File: config.mk
export PLATFORM = sky130hd
export DESIGN_NAME = bih_top
export DESIGN_NICKNAME = d
export VERILOG_FILES = /design/src/rtl/bih_pkg.sv /design/src/rtl/bih_regdec.sv /design/src/rtl/bih_sync.sv /design/src/rtl/bih_status_bank.sv /design/src/rtl/bih_top.sv
export SDC_FILE = /design/constraint.sdc
export NUM_CORES = 1
export LEC_CHECK = 0
export ABC_AREA = 1
export BUFFER_PORTS_ARGS = -buffer_cell sky130_fd_sc_hd__buf_2
export CELL_PAD_IN_SITES_DETAIL_PLACEMENT = 1
export CELL_PAD_IN_SITES_GLOBAL_PLACEMENT = 2
export CORE_UTILIZATION = 33
export DETAILED_ROUTE_END_ITERATION = 7
export GPL_TIMING_DRIVEN = 0
export PLACE_DENSITY = 0.89
export SYNTH_ARGS = -nofsm -noshare
export SYNTH_HDL_FRONTEND = slang
export SYNTH_SLANG_ARGS = --single-unit
File: constraint.sdc
create_clock -name clk -period 5.5 [get_ports clk]
set_input_delay 1.65 -clock clk [delete_from_list [all_inputs] [get_ports clk]]
set_output_delay 1.65 -clock clk [all_outputs]
set_load 0.01 [all_outputs]
File: src/rtl/bih_pkg.sv
package bih_pkg;

    localparam int ADDR_W = 12;
    localparam int DATA_W = 32;

    localparam logic [ADDR_W-1:0] OFF_MISC_ST = 12'h400;
    localparam logic [ADDR_W-1:0] OFF_MISC_MK = 12'h404;
    localparam logic [ADDR_W-1:0] OFF_LEG_ST  = 12'h420;
    localparam logic [ADDR_W-1:0] OFF_LEG_MK  = 12'h424;
    localparam logic [ADDR_W-1:0] OFF_LO_ST   = 12'h440;
    localparam logic [ADDR_W-1:0] OFF_HI_ST   = 12'h444;
    localparam logic [ADDR_W-1:0] OFF_LO_MK   = 12'h448;
    localparam logic [ADDR_W-1:0] OFF_HI_MK   = 12'h44C;
    localparam logic [ADDR_W-1:0] OFF_CTRL    = 12'h460;

    localparam logic [DATA_W-1:0] MISC_VALID = 32'h07D7_00F3;

    localparam int CTRL_CAP_BIT = 0;
    localparam int CTRL_REC_BIT = 15;

    typedef enum logic [3:0] {
        SEL_NONE,
        SEL_MISC_ST,
        SEL_MISC_MK,
        SEL_LEG_ST,
        SEL_LEG_MK,
        SEL_LO_ST,
        SEL_HI_ST,
        SEL_LO_MK,
        SEL_HI_MK,
        SEL_CTRL
    } reg_sel_e;

endpackage

File: src/rtl/bih_regdec.sv
module bih_regdec
    import bih_pkg::*;
(
    input  logic [ADDR_W-1:0] addr,
    output reg_sel_e          sel
);

    always_comb begin
        unique case (addr)
            OFF_MISC_ST: sel = SEL_MISC_ST;
            OFF_MISC_MK: sel = SEL_MISC_MK;
            OFF_LEG_ST:  sel = SEL_LEG_ST;
            OFF_LEG_MK:  sel = SEL_LEG_MK;
            OFF_LO_ST:   sel = SEL_LO_ST;
            OFF_HI_ST:   sel = SEL_HI_ST;
            OFF_LO_MK:   sel = SEL_LO_MK;
            OFF_HI_MK:   sel = SEL_HI_MK;
            OFF_CTRL:    sel = SEL_CTRL;
            default:     sel = SEL_NONE;
        endcase
    end

endmodule

File: src/rtl/bih_sync.sv
module bih_sync #(
    parameter int W      = 4,
    parameter int STAGES = 2
) (
    input  logic         clk,
    input  logic         rst_n,
    input  logic [W-1:0] d,
    output logic [W-1:0] q
);

    logic [W-1:0] stage [STAGES];

    genvar s;
    generate
        for (s = 0; s < STAGES; s++) begin : g_stage
            always_ff @(posedge clk) begin
                if (!rst_n) begin
                    stage[s] <= '0;
                end else if (s == 0) begin
                    stage[s] <= d;
                end else begin
                    stage[s] <= stage[(s == 0) ? 0 : s-1];
                end
            end
        end
    endgenerate

    assign q = stage[STAGES-1];

endmodule

File: src/rtl/bih_status_bank.sv
module bih_status_bank #(
    parameter int           W     = 32,
    parameter logic [W-1:0] VALID = '1,
    parameter bit           LEVEL = 1'b0
) (
    input  logic         clk,
    input  logic         rst_n,
    input  logic [W-1:0] set,
    input  logic         st_wr,
    input  logic         mk_wr,
    input  logic [W-1:0] wdata,
    output logic [W-1:0] status,
    output logic [W-1:0] mask,
    output logic         irq
);

    logic [W-1:0] clr;
    logic [W-1:0] status_nx;

    always_comb begin
        clr       = st_wr ? wdata : '0;
        status_nx = LEVEL ? set : ((status & ~clr) | set);
        status_nx = status_nx & VALID;
    end

    always_ff @(posedge clk) begin
        if (!rst_n) begin
            status <= '0;
            mask   <= '0;
            irq    <= 1'b0;
        end else begin
            status <= status_nx;
            if (mk_wr) begin
                mask <= wdata & VALID;
            end
            irq <= |(status & mask);
        end
    end

endmodule

File: src/rtl/bih_top.sv
module bih_top
    import bih_pkg::*;
#(
    parameter int MSI_VECS = 64,
    parameter int LEG_W    = 4
) (
    input  logic              clk,
    input  logic              rst_n,
    input  logic              wr_en,
    input  logic [11:0]       addr,
    input  logic [31:0]       wdata,
    output logic [31:0]       rdata,
    input  logic              msi_valid,
    input  logic [31:0]       msi_data,
    input  logic [LEG_W-1:0]  intx_in,
    input  logic [31:0]       misc_evt,
    output logic              irq_msi_lo,
    output logic              irq_msi_hi,
    output logic              irq_intx,
    output logic              irq_misc
);

    localparam int BANK_W = MSI_VECS / 2;
    localparam int IDX_W  = $clog2(MSI_VECS);

    reg_sel_e sel;

    logic [31:0]       ctrl_q;
    logic              ctrl_on;
    logic              msi_hit;
    logic [IDX_W-1:0]  msi_idx;
    logic [MSI_VECS-1:0] msi_set;

    logic [31:0]       misc_st, misc_mk;
    logic [LEG_W-1:0]  leg_st, leg_mk, leg_sync;
    logic [BANK_W-1:0] lo_st, lo_mk, hi_st, hi_mk;

    bih_regdec u_dec (
        .addr (addr),
        .sel  (sel)
    );

    always_ff @(posedge clk) begin
        if (!rst_n) begin
            ctrl_q <= '0;
        end else if (wr_en && sel == SEL_CTRL) begin
            ctrl_q <= '0;
            ctrl_q[CTRL_CAP_BIT] <= wdata[CTRL_CAP_BIT];
            ctrl_q[CTRL_REC_BIT] <= wdata[CTRL_REC_BIT];
        end
    end

    assign ctrl_on = ctrl_q[CTRL_CAP_BIT] & ctrl_q[CTRL_REC_BIT];
    assign msi_hit = msi_valid & ctrl_on & (msi_data < 32'(MSI_VECS));
    assign msi_idx = msi_data[IDX_W-1:0];

    always_comb begin
        msi_set = '0;
        if (msi_hit) begin
            msi_set[msi_idx] = 1'b1;
        end
    end

    bih_sync #(.W(LEG_W), .STAGES(2)) u_sync (
        .clk   (clk),
        .rst_n (rst_n),
        .d     (intx_in),
        .q     (leg_sync)
    );

    bih_status_bank #(.W(32), .VALID(MISC_VALID), .LEVEL(1'b0)) u_misc (
        .clk    (clk),
        .rst_n  (rst_n),
        .set    (misc_evt),
        .st_wr  (wr_en && sel == SEL_MISC_ST),
        .mk_wr  (wr_en && sel == SEL_MISC_MK),
        .wdata  (wdata),
        .status (misc_st),
        .mask   (misc_mk),
        .irq    (irq_misc)
    );

    bih_status_bank #(.W(LEG_W), .VALID({LEG_W{1'b1}}), .LEVEL(1'b1)) u_leg (
        .clk    (clk),
        .rst_n  (rst_n),
        .set    (leg_sync),
        .st_wr  (wr_en && sel == SEL_LEG_ST),
        .mk_wr  (wr_en && sel == SEL_LEG_MK),
        .wdata  (wdata[LEG_W-1:0]),
        .status (leg_st),
        .mask   (leg_mk),
        .irq    (irq_intx)
    );

    bih_status_bank #(.W(BANK_W), .VALID({BANK_W{1'b1}}), .LEVEL(1'b0)) u_lo (
        .clk    (clk),
        .rst_n  (rst_n),
        .set    (msi_set[BANK_W-1:0]),
        .st_wr  (wr_en && sel == SEL_LO_ST),
        .mk_wr  (wr_en && sel == SEL_LO_MK),
        .wdata  (wdata[BANK_W-1:0]),
        .status (lo_st),
        .mask   (lo_mk),
        .irq    (irq_msi_lo)
    );

    bih_status_bank #(.W(BANK_W), .VALID({BANK_W{1'b1}}), .LEVEL(1'b0)) u_hi (
        .clk    (clk),
        .rst_n  (rst_n),
        .set    (msi_set[MSI_VECS-1:BANK_W]),
        .st_wr  (wr_en && sel == SEL_HI_ST),
        .mk_wr  (wr_en && sel == SEL_HI_MK),
        .wdata  (wdata[BANK_W-1:0]),
        .status (hi_st),
        .mask   (hi_mk),
        .irq    (irq_msi_hi)
    );

    always_comb begin
        rdata = '0;
        unique case (sel)
            SEL_MISC_ST: rdata = misc_st;
            SEL_MISC_MK: rdata = misc_mk;
            SEL_LEG_ST:  rdata = 32'(leg_st);
            SEL_LEG_MK:  rdata = 32'(leg_mk);
            SEL_LO_ST:   rdata = 32'(lo_st);
            SEL_HI_ST:   rdata = 32'(hi_st);
            SEL_LO_MK:   rdata = 32'(lo_mk);
            SEL_HI_MK:   rdata = 32'(hi_mk);
            SEL_CTRL:    rdata = ctrl_q;
            default:     rdata = '0;
        endcase
    end

endmodule

# Yosys cells after proc, flatten, opt, wreduce, memory -nomap -nowiden
# Memories as Yosys holds them, arrays and structs flattened. A register that Yosys moved wholly into a read port is not among the register bits.
# Cells that the tools add are included.
[classes]
order_cmp = 3
eq_ne = 18
mux = 12
bitwise_logic = 18
n_reduce_logical = 14
[ops]
columns = ["op", "n"]
rows = [
  ["case mux 32 bit (9 select lines)", 1],
  ["AND 32 bit", 4],
  ["equality test 12 x 11 -> 1 bit (second input constant)", 9],
  ["OR reduction 32 bit", 3],
  ["two-way mux 32 bit", 2],
  ["two-way mux 64 bit", 1],
  ["NOT 32 bit", 2],
  ["bitwise OR 32 bit", 2],
  ["AND 27 bit", 2],
  ["case mux 4 bit (9 select lines)", 1],
  ["less-than comparator 32 x 7 -> 1 bit (second input constant)", 1],
  ["two-way mux 27 bit", 1],
  ["NOT 27 bit", 1],
  ["bitwise OR 27 bit", 1],
  ["equality test 4 x 3 -> 1 bit (second input constant)", 4],
  ["logical AND 1 bit", 9],
  ["equality test 4 x 2 -> 1 bit (second input constant)", 2],
  ["equality test 4 bit (second input constant)", 2],
  ["two-way mux 4 bit", 2],
  ["less-than comparator 6 x 7 -> 1 bit (second input constant)", 1],
  ["demux 1 bit (select 6 bit)", 1],
  [">= comparator 6 x 1 -> 1 bit (second input constant)", 1],
  ["AND 4 bit", 1],
  ["equality test 4 x 1 -> 1 bit (second input constant)", 1],
  ["other kinds (5)", 10],
]
[word_totals]
register_bits = 168
ram_bits = 8
input_bits = 116
output_inout_bits = 36
elab_cells = 78
n_memories = 1
[memory_table]
columns = ["memory", "words", "width", "read_ports", "rd_clocked_by_memory_dff", "wr", "line_no", "source"]
rows = [
  ["u_sync.stage", 2, 4, 2, 1, 2, "bih_sync.sv:11", "logic [W-1:0] stage [STAGES];"],
]

# Logic depth before layout (Yosys ltp)
[depth]
word_depth = 8
depth_mapped = 14
depth_no_buf = 13

# By module
# From an unflattened synthesis, not the netlist that was laid out.
[hier_totals]
hier_cells = 1472
hier_area_um2 = 9693.0
[by_module_without_submodules]
columns = ["mod", "n_inst", "cells_each", "area_each_um2"]
rows = [
  ["bih_status_bank at u_hi ...", 2, 338, 2527.4],
  ["bih_top", 1, 477, 2383.5],
  ["bih_status_bank at u_misc", 1, 195, 1441.4],
  ["bih_status_bank at u_leg", 1, 40, 305.3],
  ["bih_regdec", 1, 59, 282.8],
  ["bih_sync", 1, 25, 225.2],
]

# Worst setup path after synthesis
# OpenSTA, ideal clock, no wires.
[synth_timing]
path_type = "in2out"
start = "input addr[1]"
end = "output rdata[3]"
arrival_time_ps = 2969
t_required_ps = 3850
slack_ps = 881
path_stages = 11
n_path_buf = 2
cell_sequence = "nor2_2 -> nand3_1 -> nor2_2 -> nand2_1 -> nand3_1 -> nand4_1 -> inv_2 -> buf_4 -> buf_6 -> nand2_1 -> o211ai_1"
[synth_between]
elab_chain_cells = 4
[synth_rtl]
columns = ["item", "line_no", "source"]
rows = [
  ["start, declared", "bih_top.sv:10", "input logic [11:0] addr,"],
  ["equality test 12 x 11 -> 1 bit", "bih_regdec.sv:9", "unique case (addr)"],
  ["case mux 4 bit (9 select lines) *", "bih_regdec.sv:9", ""],
  ["equality test 4 bit (tied with other cells)", "bih_top.sv:121", "unique case (sel)"],
  ["case mux 32 bit (9 select lines) *", "bih_top.sv:121", ""],
  ["end, declared", "bih_top.sv:12", "output logic [31:0] rdata,"],
]
# Every way passes the cells marked *; elsewhere a longest branch is shown, timed or not.

# Worst setup path in the final report
[layout_timing]
start = "input addr[7]"
end = "output rdata[17]"
# The elaborated chain is that of the path after synthesis.

==> reports/qor.csv <==
stage,metric,value,unit
run_status,status,"finished, violations left",
run_status,violations,capacitance limit,
routing,drt_iter0_markers,835,
power_and_ir_drop,clkPwrFrac,45.8,%
min_path,hold_end,u_sync.stage[1][1]$_SDFF_PN0_,
critical_path,ff2ff_setup_slack,3.28,ns
clock_network,cts_root_buf,clkbuf_16,
routing,ant_nets,0,
clock_network,clk_pin_slew,0.07,ns
critical_path,crit_type,primary input to primary output,
power_and_ir_drop,power_density,272,mW/mm^2
critical_path,arrival,3.77,ns
min_path,hold_depth,2,
yosys,yosys_warnings,0,
power_and_ir_drop,swShare,24.9,%
timing,hold_slack,0.416,ns
clock_network,cts_tree,yes,
power_and_ir_drop,p_int,2.05,mW
yosys,synth-seq-cells,180,
routing,drt_pass1_iterations,6,
yosys,syn_nets,1269,
critical_path,cp-end-kind,primary output,
floorplanning,core.rowCount,57,
floorplanning,core,0.0245,sq mm
grt,grt_pass1_wl,55300,um
critical_path,r2r-end,u_hi.status[15]$_SDFF_PN0_,
yosys,syn_avg_cell_area,7.18,sq um
power_and_ir_drop,leakage,4.10,nW
placement,place_ws,-0.231,ns
critical_path,cp_data_required_time,3.85,ns
critical_path,path_max_fanout,10,
job,maxCapViolCount,2,
routing,wirelength,37700,um
placement,place.gp.congestion,0.939,
routing,drc_errors,0,
grt,track_usage,29.1,%
clock_network,cts_num_sinks,180,
placement,portBuffers,133,
yosys,synth.largest_area_cell,dfxtp_1,
final_layout,diodes,0,
final_layout,layout.nets,1425,
power_and_ir_drop,p_seq_share,48.4,%
yosys,seq_area_frac_synth,43.5,%
yosys,syn_area,0.00828,sq mm
grt,antenna_found_initial,0,
power_and_ir_drop,vdd_ir_drop_max,0.188,mV
grt,met2_usage,46.8,%
final_layout,drive_gt1_share,15.8,%
timing,skew,0.0114,ns
timing,maxSlewHeadroom,0.399,%
critical_path,startpoint_type,primary input,
min_path,holdCritPathClass,register to register,
critical_path,worstRegToRegCells,7,
timing,drv_slew,0,
routing,viasPerCell,5.54,
yosys,synth_cells,1153,
floorplanning,start_util,33.8,%
timing,setup-violations-final,0,
min_path,min_from,u_sync.stage[0][1]$_SDFF_PN0_,
timing,fin_crit_sh,98.6,%
power_and_ir_drop,power.switching,679,uW
clock_network,htree_levels,4,
final_layout,area.growth.synth_to_final,21.2,%
timing,grt_setup_unrepaired,false,
yosys,synth_area_leaders,"dfxtp_1 44%, o21ai_0 11%, a21oi_1 10%",
final_layout,final_core_util,41.0,%
clock_network,cts_buffers,17,
timing,tns,0,ns
grt,grt-busiest-layer,met2,
grt,grt_max_degree,17,
grt,use_met1,38.9,%
floorplanning,fp.dieW,160,um
timing,layout_min_cycle_time,5.42,ns
routing,num_vias,9107,
routing,drt-wirelength-per-cell,22.9,um
grt,overflow,0,
floorplanning,die_h,160,um
grt,grt_pass1_vias,8931,
yosys,yosys.area.top_type_share,43.5,%
timing,fmax,184,MHz
timing,hold_violations,0,
floorplanning,pin_count,152,
yosys,yosysUniqueCellTypes,31,
clock_network,clk_latency,0.44,ns
grt,grtUsageMet3,5.37,%
floorplanning,dieArea,0.0257,sq mm
timing,tightest_slew,1.48,ns
critical_path,reg2reg_from,ctrl_q[15]$_SDFFE_PN0P_,
placement,dp_hpwl,28100,um
power_and_ir_drop,pwr-share-comb,5.8,%
timing,finalWorstSetupSlack,0.0778,ns
clock_network,clockBufferDepth,2,
-- registers in the layout, summed over array words and instances, names as in the netlist --
| name | count |
|---|---|
| ctrl_q | 2 |
| u_hi.irq | 1 |
| u_hi.mask | 32 |
| u_hi.status | 32 |
| u_leg.irq | 1 |
| u_leg.mask | 4 |
| u_leg.status | 4 |
| u_lo.irq | 1 |
| u_lo.mask | 32 |
| u_lo.status | 32 |
| u_misc.irq | 1 |
| u_misc.mask | 15 |
| u_misc.status | 15 |
| u_sync.stage | 8 |
-- stage by stage --
step | cells | area (sq um) | power [mW]
finish | 1645 | 10000 | 2.73
global route | 1645 | 10000 | 2.80
CTS | 1642 | 9960 | 2.73
detailed placement | 1610 | 9350 | 1.50
global placement | 1610 | 9350 | 1.50
floorplan | 1153 | 8280 | 1.41
-- cells by family (layout without fill, tap and decap cells) --
group           Yosys count  in the layout  synth area share [%]
compound gates          401            401                  26.5
flops                   180            180                  43.5
buf+inv                 192            360                  9.49
simple gates            380            380                  20.5
-- power by group through the flow --
| stage | sequential [mW] | combinational, mW | clock (mW) |
|---|---|---|---|
| after floorplan | 1.35 | 0.0647 | 0 |
| after global placement | 1.35 | 0.150 | 0 |
| after detailed placement | 1.35 | 0.152 | 0 |
| after CTS | 1.32 | 0.153 | 1.26 |
| after global routing | 1.32 | 0.170 | 1.31 |
| final | 1.32 | 0.157 | 1.25 |
-- final cells by class --
| class | count | area (sq um) |
|---|---|---|
| inverters | 131 | 497 |
| plain buffers | 61 | 302 |
| repair buffers | 137 | 696 |
| clock buffers | 20 | 457 |
| flip-flops and latches | 180 | 3600 |
| fillers | 3160 | 14400 |
| clock inverters | 11 | 128 |
| well taps | 324 | 405 |
| multi-input cells | 781 | 3950 |
-- per-layer routing --
metal,vias up,share of wire [%]
li1,4259,-
met1,4396,44
met2,393,45
met3,59,7.6
met4,0,3.0
met5,-,0
-- worst max-delay path by stage --
stage	from	to	slack [ns]	depth (start not counted)
4_1_cts	addr[3]	rdata[8]	-0.01	16
5_1_grt	addr[7]	rdata[17]	0.02	12
6_report	addr[7]	rdata[17]	0.08	12
3_5_place_dp	addr[7]	rdata[24]	-0.23	12
2_1_floorplan	addr[1]	rdata[3]	0.88	11
3_3_place_gp	addr[7]	rdata[17]	-0.21	12
-- worst max-delay path, stage by stage --
cell and delay, ns:
buf_2 0.10, inv_1 0.06, nand2_1 0.07, nor2_1 0.23, nand3_2 0.24, inv_1 0.13
buf_2 0.32, clkbuf_2 0.40, nand2_1 0.15, o21a_1 0.14, nand3b_1 0.12, buf_2 0.15
-- repair_timing --
item | in CTS | in global routing
hold buffers | 0 | 0
setup buffers | 1 | 2
resized for setup | 5 | 17
pin swaps | 1 | 1
endpoints found under the setup margin | 29 | 25
-- Yosys cell counts (all sizes together) --
cell type / count
a21oi: 166
a221oi: 16
a22o: 12
a22oi: 7
a41oi: 2
buf: 13
clkbuf: 48
dfxtp: 180
inv: 131
nand2: 186
nand3: 82
nand3b: 6
nand4: 25
nor2: 54
nor3: 19
nor4: 6
o2111ai: 3
o211ai: 4
o21a: 9
o21ai: 174
o22ai: 8
or2: 1
or3: 1
-- cells in the final DEF (no fill, tap or decap), types with 2 or more instances in the layout --
master	instances
nand2_1	182
dfxtp_1	180
o21ai_0	174
a21oi_1	166
buf_2	136
inv_1	127
nand3_1	79
nor2_1	48
clkbuf_1	45
nand4_1	24
clkbuf_16	17
a221oi_1	16
nor3_1	14
a22o_1	12
o21a_1	9
o22ai_1	8
buf_6	7
nor2_2	6
buf_4	6
a22oi_1	6
nand3b_1	6
nor4_1	6
clkinvlp_4	5
nand2_2	4
clkbuf_2	4
o211ai_1	4
nor3_2	4
nand3_2	3
inv_2	3
o2111ai_1	3
clkinv_4	2
a41oi_1	2
bufinv_16	2
clkbuf_8	2
clkinv_2	2
Note: power is estimated with default switching activity, not from simulation.
